<file path="src/rtl/irq_route_pkg.sv">
`timescale 1ns/1ps
package irq_route_pkg;
   // word index of each register; the byte offset is index * 4
   typedef enum logic [3:0] {
      RG_RAW    = 4'd0,
      RG_IRQST  = 4'd1,
      RG_FIQST  = 4'd2,
      RG_ROUTE  = 4'd3,
      RG_EN_SET = 4'd4,
      RG_EN_CLR = 4'd5,
      RG_SW_SET = 4'd6,
      RG_SW_CLR = 4'd7,
      RG_PROT   = 4'd8
   } reg_idx_e;

   localparam int REG_COUNT = 9;

   localparam int OFS_RAW    = 32'h00;
   localparam int OFS_IRQST  = 32'h04;
   localparam int OFS_FIQST  = 32'h08;
   localparam int OFS_ROUTE  = 32'h0C;
   localparam int OFS_EN_SET = 32'h10;
   localparam int OFS_EN_CLR = 32'h14;
   localparam int OFS_SW_SET = 32'h18;
   localparam int OFS_SW_CLR = 32'h1C;
   localparam int OFS_PROT   = 32'h20;

   typedef struct packed {
      logic route;
      logic en_set;
      logic en_clr;
      logic sw_set;
      logic sw_clr;
      logic prot;
   } wr_strb_t;
endpackage

</file>
<file path="src/rtl/irq_bus_guard.sv">
`timescale 1ns/1ps
module irq_bus_guard
   import irq_route_pkg::*;
#(
   parameter int ADDR_W = 8
) (
   input  logic              sel_i,
   input  logic              wr_i,
   input  logic [ADDR_W-1:0] addr_i,
   input  logic              priv_i,
   input  logic              prot_q_i,
   output logic              rd_ok_o,
   output reg_idx_e          idx_o,
   output wr_strb_t          strb_o
);
   logic [ADDR_W-1:0] word;
   logic              hit;
   logic              allowed;
   logic              wr_go;

   if (ADDR_W < 6) begin : g_bad_addr
      $error("irq_bus_guard: ADDR_W must be at least 6");
   end

   always_comb begin
      word    = addr_i >> 2;
      hit     = (addr_i[1:0] == 2'b00) && (word < ADDR_W'(REG_COUNT));
      allowed = !prot_q_i || priv_i;
      idx_o   = hit ? reg_idx_e'(word[3:0]) : RG_RAW;
      rd_ok_o = sel_i && !wr_i && allowed && hit;
      wr_go   = sel_i && wr_i && allowed && hit;
      strb_o.route  = wr_go && (idx_o == RG_ROUTE);
      strb_o.en_set = wr_go && (idx_o == RG_EN_SET);
      strb_o.en_clr = wr_go && (idx_o == RG_EN_CLR);
      strb_o.sw_set = wr_go && (idx_o == RG_SW_SET);
      strb_o.sw_clr = wr_go && (idx_o == RG_SW_CLR);
      strb_o.prot   = wr_go && (idx_o == RG_PROT) && priv_i;
   end
endmodule

</file>
<file path="src/rtl/irq_bit_bank.sv">
`timescale 1ns/1ps
module irq_bit_bank #(
   parameter int N         = 32,
   parameter bit LOAD_MODE = 1'b0   // 0: set/clear-by-ones, 1: plain load
) (
   input  logic         clk_i,
   input  logic         rst_ni,
   input  logic         set_i,
   input  logic         clr_i,
   input  logic [N-1:0] d_i,
   output logic [N-1:0] q_o
);
   if (N < 1) begin : g_bad_n
      $error("irq_bit_bank: N must be positive");
   end

   for (genvar b = 0; b < N; b++) begin : g_bit
      if (LOAD_MODE) begin : g_load
         always_ff @(posedge clk_i or negedge rst_ni) begin
            if (!rst_ni)    q_o[b] <= 1'b0;
            else if (clr_i) q_o[b] <= 1'b0;
            else if (set_i) q_o[b] <= d_i[b];
         end
      end else begin : g_setclr
         always_ff @(posedge clk_i or negedge rst_ni) begin
            if (!rst_ni)                q_o[b] <= 1'b0;
            else if (clr_i && d_i[b])   q_o[b] <= 1'b0;
            else if (set_i && d_i[b])   q_o[b] <= 1'b1;
         end
      end
   end
endmodule

</file>
<file path="src/rtl/irq_mask_route.sv">
`timescale 1ns/1ps
module irq_mask_route #(
   parameter int N = 32
) (
   input  logic [N-1:0] src_i,
   input  logic [N-1:0] soft_i,
   input  logic [N-1:0] en_i,
   input  logic [N-1:0] route_i,
   output logic [N-1:0] raw_o,
   output logic [N-1:0] irq_st_o,
   output logic [N-1:0] fiq_st_o,
   output logic         irq_o,
   output logic         fiq_o
);
   logic [N-1:0] live;

   always_comb begin
      raw_o    = src_i | soft_i;
      live     = raw_o & en_i;
      irq_st_o = live & ~route_i;
      fiq_st_o = live & route_i;
      irq_o    = |irq_st_o;
      fiq_o    = |fiq_st_o;
   end
endmodule

</file>
<file path="src/rtl/irq_route_regs.sv">
`timescale 1ns/1ps
module irq_route_regs
   import irq_route_pkg::*;
#(
   parameter int NUM_SRC = 32,
   parameter int ADDR_W  = 8,
   parameter int DATA_W  = 32
) (
   input  logic               clk_i,
   input  logic               rst_ni,
   input  logic [NUM_SRC-1:0] src_i,
   input  logic               bus_sel_i,
   input  logic               bus_wr_i,
   input  logic [ADDR_W-1:0]  bus_addr_i,
   input  logic [DATA_W-1:0]  bus_wdata_i,
   input  logic               bus_priv_i,
   output logic [DATA_W-1:0]  bus_rdata_o,
   output logic               irq_o,
   output logic               fiq_o
);
   if (NUM_SRC < 1 || NUM_SRC > DATA_W) begin : g_bad_src
      $error("irq_route_regs: NUM_SRC must be within 1..DATA_W");
   end
   if (DATA_W < 1) begin : g_bad_data
      $error("irq_route_regs: DATA_W must be positive");
   end

   logic [NUM_SRC-1:0] wd;
   logic [NUM_SRC-1:0] en_q, soft_q, route_q;
   logic [NUM_SRC-1:0] raw, irq_st, fiq_st;
   logic               prot_q;
   logic               rd_ok;
   reg_idx_e           idx;
   wr_strb_t           strb;

   assign wd = bus_wdata_i[NUM_SRC-1:0];

   irq_bus_guard #(.ADDR_W(ADDR_W)) u_guard (
      .sel_i    (bus_sel_i),
      .wr_i     (bus_wr_i),
      .addr_i   (bus_addr_i),
      .priv_i   (bus_priv_i),
      .prot_q_i (prot_q),
      .rd_ok_o  (rd_ok),
      .idx_o    (idx),
      .strb_o   (strb)
   );

   irq_bit_bank #(.N(NUM_SRC), .LOAD_MODE(1'b0)) u_en (
      .clk_i (clk_i), .rst_ni (rst_ni),
      .set_i (strb.en_set), .clr_i (strb.en_clr),
      .d_i   (wd), .q_o (en_q)
   );

   irq_bit_bank #(.N(NUM_SRC), .LOAD_MODE(1'b0)) u_soft (
      .clk_i (clk_i), .rst_ni (rst_ni),
      .set_i (strb.sw_set), .clr_i (strb.sw_clr),
      .d_i   (wd), .q_o (soft_q)
   );

   irq_bit_bank #(.N(NUM_SRC), .LOAD_MODE(1'b1)) u_route (
      .clk_i (clk_i), .rst_ni (rst_ni),
      .set_i (strb.route), .clr_i (1'b0),
      .d_i   (wd), .q_o (route_q)
   );

   always_ff @(posedge clk_i or negedge rst_ni) begin
      if (!rst_ni)        prot_q <= 1'b0;
      else if (strb.prot) prot_q <= bus_wdata_i[0];
   end

   irq_mask_route #(.N(NUM_SRC)) u_route_logic (
      .src_i    (src_i),
      .soft_i   (soft_q),
      .en_i     (en_q),
      .route_i  (route_q),
      .raw_o    (raw),
      .irq_st_o (irq_st),
      .fiq_st_o (fiq_st),
      .irq_o    (irq_o),
      .fiq_o    (fiq_o)
   );

   always_comb begin
      bus_rdata_o = '0;
      if (rd_ok) begin
         unique case (idx)
            RG_RAW:    bus_rdata_o = DATA_W'(raw);
            RG_IRQST:  bus_rdata_o = DATA_W'(irq_st);
            RG_FIQST:  bus_rdata_o = DATA_W'(fiq_st);
            RG_ROUTE:  bus_rdata_o = DATA_W'(route_q);
            RG_EN_SET: bus_rdata_o = DATA_W'(en_q);
            RG_SW_SET: bus_rdata_o = DATA_W'(soft_q);
            RG_PROT:   bus_rdata_o = DATA_W'(prot_q && bus_priv_i);
            default:   bus_rdata_o = '0;
         endcase
      end
   end
endmodule

</file>
<file path="config.mk">
export PLATFORM = sky130hd
export DESIGN_NAME = irq_route_regs
export DESIGN_NICKNAME = d
export VERILOG_FILES = /design/src/rtl/irq_route_pkg.sv /design/src/rtl/irq_bus_guard.sv /design/src/rtl/irq_bit_bank.sv /design/src/rtl/irq_mask_route.sv /design/src/rtl/irq_route_regs.sv
export SDC_FILE = /design/constraint.sdc
export NUM_CORES = 1
export LEC_CHECK = 0
export ABC_CLOCK_PERIOD_IN_PS = 1950
export BUFFER_PORTS_ARGS = -buffer_cell sky130_fd_sc_hd__buf_2
export CAP_MARGIN = 0
export CORE_ASPECT_RATIO = 0.5
export CORE_UTILIZATION = 40
export DETAILED_ROUTE_END_ITERATION = 8
export PLACE_DENSITY = 0.69
export SLEW_MARGIN = 20
export SYNTH_ARGS = -nofsm -noshare
export SYNTH_HDL_FRONTEND = slang
export SYNTH_SLANG_ARGS = --single-unit
</file>
<file path="constraint.sdc">
create_clock -name clk_i -period 1.95 [get_ports clk_i]
set_input_delay 0.0975 -clock clk_i [delete_from_list [all_inputs] [get_ports clk_i]]
set_output_delay 0.0975 -clock clk_i [all_outputs]
set_load 0.005 [all_outputs]
</file>
==> qor.yml <==
violations: "design-rule violations, negative setup slack"
design_area_mm2: 0.00829
route.detailed.drc: 3
async_reset_ff_share_pct: 100
fp-row-count: 31
synthesis.area_mm2: 0.00630
avgViaCountPerCell: 6.11
ios: 111
ys.flop_type: "dfrtp_1"
total_power_uw: 4380
dpl_cell_area_mm2: 0.00732
cp.arrival_ns: 2.08
combPwrFrac_pct: 10.6
core_area_mm2: 0.0149
worstPathRequired_ns: 1.85
cts_tree: "done"
chipWidth_um: 180
grt_setup_unrepaired: "yes"
cts.htree.levels: 3
worst_setup_path_end_kind: "output pin"
finalSetupViolCount: 2
wirelength_mm: 21.5
ys_seq_area_share_pct: 38.5
yosysMostFrequentCell: "dfrtp_1"
numCtsBuffers: 9
dr.pass1.iters: 9
maxCapViolCount: 0
synth_cells: 679
p_switching_uw: 1150
vdd_drop_max_v: 0.000385
ys_warn_count: 0
synthToLayoutAreaGrowth_pct: 31.5
tightest_slew_ns: 0.518
period_share_pct: 112
place_congestion: 0.892
antenna_found_initial: 0
clock.fmax_ghz: 0.458
ant_nets: 0
fill_cells: 1342
synth.net_count: 756
status: "finished, violations left"
synthTopCellsByCount: "dfrtp_1 (97), a21oi_1 (88), nand2_1 (52)"
post-dp-hpwl_mm: 14.7
leakage_uw: 0.00398
pwr-share-seq_pct: 46.9
worstHoldPathType: "input pin to flip-flop"
drt_iter0_drc: 647
dieArea_mm2: 0.0163
finalNetCount: 923
cts_root_buf: "clkbuf_16"
syn_area_per_cell_um2: 9.28
clockBufferDepth: 2
relSlewSlack_pct: 65.3
ys_ff_latch: 97
critical_path_class: "flip-flop to output pin"
antenna_cells: 0
finalMaxSlewViolations: 0
clkLatencyLatePin_ns: 0.35
grt_overflow: 0
fp.dieH_um: 90.8
p_int_uw: 3230
fin_crit_ns: 2.18
drive_gt1_share_pct: 32.4
grt_pass1_wl_mm: 33.4
grt_pass1_vias: 6348
worst_slack_ns: -0.232
p_clk_share_pct: 42.5
start_util_pct: 42.2
cts.sinks: 97
clk_pin_slew_ns: 0.07
crit_path_max_fanout: 5
skew_ns: 0.00799
power.density_mw_per_mm2: 529
portBuffers: 110
synth_edf_count: 0
grt_start_max_net_pins: 55
grt_use_total_pct: 25.9
vias: 6408
synth_top_cell_by_area: "dfrtp_1"
synth_area_leaders: "dfrtp_1 (39%), a21oi_1 (7.0%), mux2i_1 (6.7%)"
startpoint_type: "flip-flop"
yosysUniqueCellTypes: 55
hold_violations: 0
routedWlPerCell_um: 20.5
synth_top_area_share_pct: 38.5
p_sw_share_pct: 26.2
## kinds of logic (layout without fill, tap and decap cells)
| kind of cell | Yosys count | after routing | share of synthesized area, % |
|---|---|---|---|
| muxes | 75 | 75 | 13.0 |
| AOI/OAI and AO/OA | 296 | 297 | 31.2 |
| and+or+nand+nor | 119 | 119 | 10.0 |
| DFF | 97 | 97 | 38.5 |
| buffers and inverters | 92 | 263 | 7.27 |
## stage by stage
step | setup slack, ns | std cells | setup TNS [ns] | util [%] | hold WS, ns
after floorplan | 0.330 | 679 | 0 | - | -0.198
after global placement | -0.0173 | 993 | -0.0333 | 49.0 | 0.00332
after detailed placement | 0.00135 | 993 | 0 | 49.0 | 0.00674
after CTS | -0.200 | 1044 | -0.200 | 54.2 | 0.139
after global routing | -0.284 | 1049 | -0.474 | 55.5 | 0.144
final | -0.232 | 1049 | -0.327 | 55.5 | 0.149
## worst max-delay path: stages, from the launching register on
cell	delay [ns]
dfrtp_1	0.43
o211ai_1	0.21
o21a_1	0.19
o2111ai_1	0.14
nor4_2	0.31
buf_4	0.17
nand4_1	0.11
buf_2	0.17
## metal layers
| metal | vias to the layer above | global-route usage (%) | wire length (µm) |
|---|---|---|---|
| li1 | 2905 | - | - |
| met1 | 3151 | 35.4 | 9590 |
| met2 | 316 | 40.8 | 9900 |
| met3 | 36 | 5.24 | 1630 |
| met4 | 0 | 9.05 | 370 |
| met5 | - | 0 | 0 |
## state kept, by name (all words and copies together), names as in the netlist
register,count
u_route.q_o,32
u_en.q_o,32
u_soft.q_o,32
prot_q,1
## worst paths after layout
kind / startpoint / to / slack [ns] / depth (start not counted)
max: u_soft.q_o[22]$_DFFE_PN0P_ / fiq_o / -0.23 / 7
min: bus_priv_i / prot_q$_DFFE_PN0P_ / 0.15 / 3
max reg2reg: prot_q$_DFFE_PN0P_ / u_soft.q_o[23]$_DFFE_PN0P_ / 0.21 / 8
min reg2reg: u_soft.q_o[6]$_DFFE_PN0P_ / u_soft.q_o[6]$_DFFE_PN0P_ / 0.55 / 2
max in group asynchronous: rst_ni / u_route.q_o[21]$_DFFE_PN0P_ / 1.14 / 3
min in group asynchronous: rst_ni / u_soft.q_o[9]$_DFFE_PN0P_ / 0.17 / 2
## placed cells by master, fill, tap and decap left out, types with 13 or more instances in the layout
cell,instances
a21o_1,13
a21oi_1,78
a22oi_1,28
buf_2,109
buf_4,47
dfrtp_1,95
dlygate4sd3_1,33
inv_1,44
mux2_2,26
mux2i_1,42
nand2_1,51
o211ai_1,20
o21a_1,19
o21ai_0,22
o21ai_1,15
o22ai_1,14
o31ai_1,16
## cell type report
class,count,area [µm²],area share [%]
Clock buffer,9,225,2.72
Multi-Input combinational cell,491,3650,44.1
Sequential cell,97,2430,29.3
Inverter,45,169,2.04
Tap cell,198,248,2.99
Timing Repair Buffer,202,1480,17.9
Clock inverter,7,78.8,0.951
## timing repair
item / 4_1_cts / 5_1_grt
cloned: 0 / 2
pin swaps: 7 / 7
setup buffers: 2 / 3
resized for setup: 41 / 32
endpoints found under the hold margin: 67 / 0
setup endpoints to repair: 25 / 33
hold buffers: 33 / 0
## power by group through the flow
stage	clock, µW	combinational, µW	sequential [µW]
finish	1860	464	2060
global route	1940	499	2060
CTS	1870	447	2050
detailed placement	0	386	2090
global placement	0	381	2090
floorplan	0	141	2090
(Power assumes the default switching activity.)
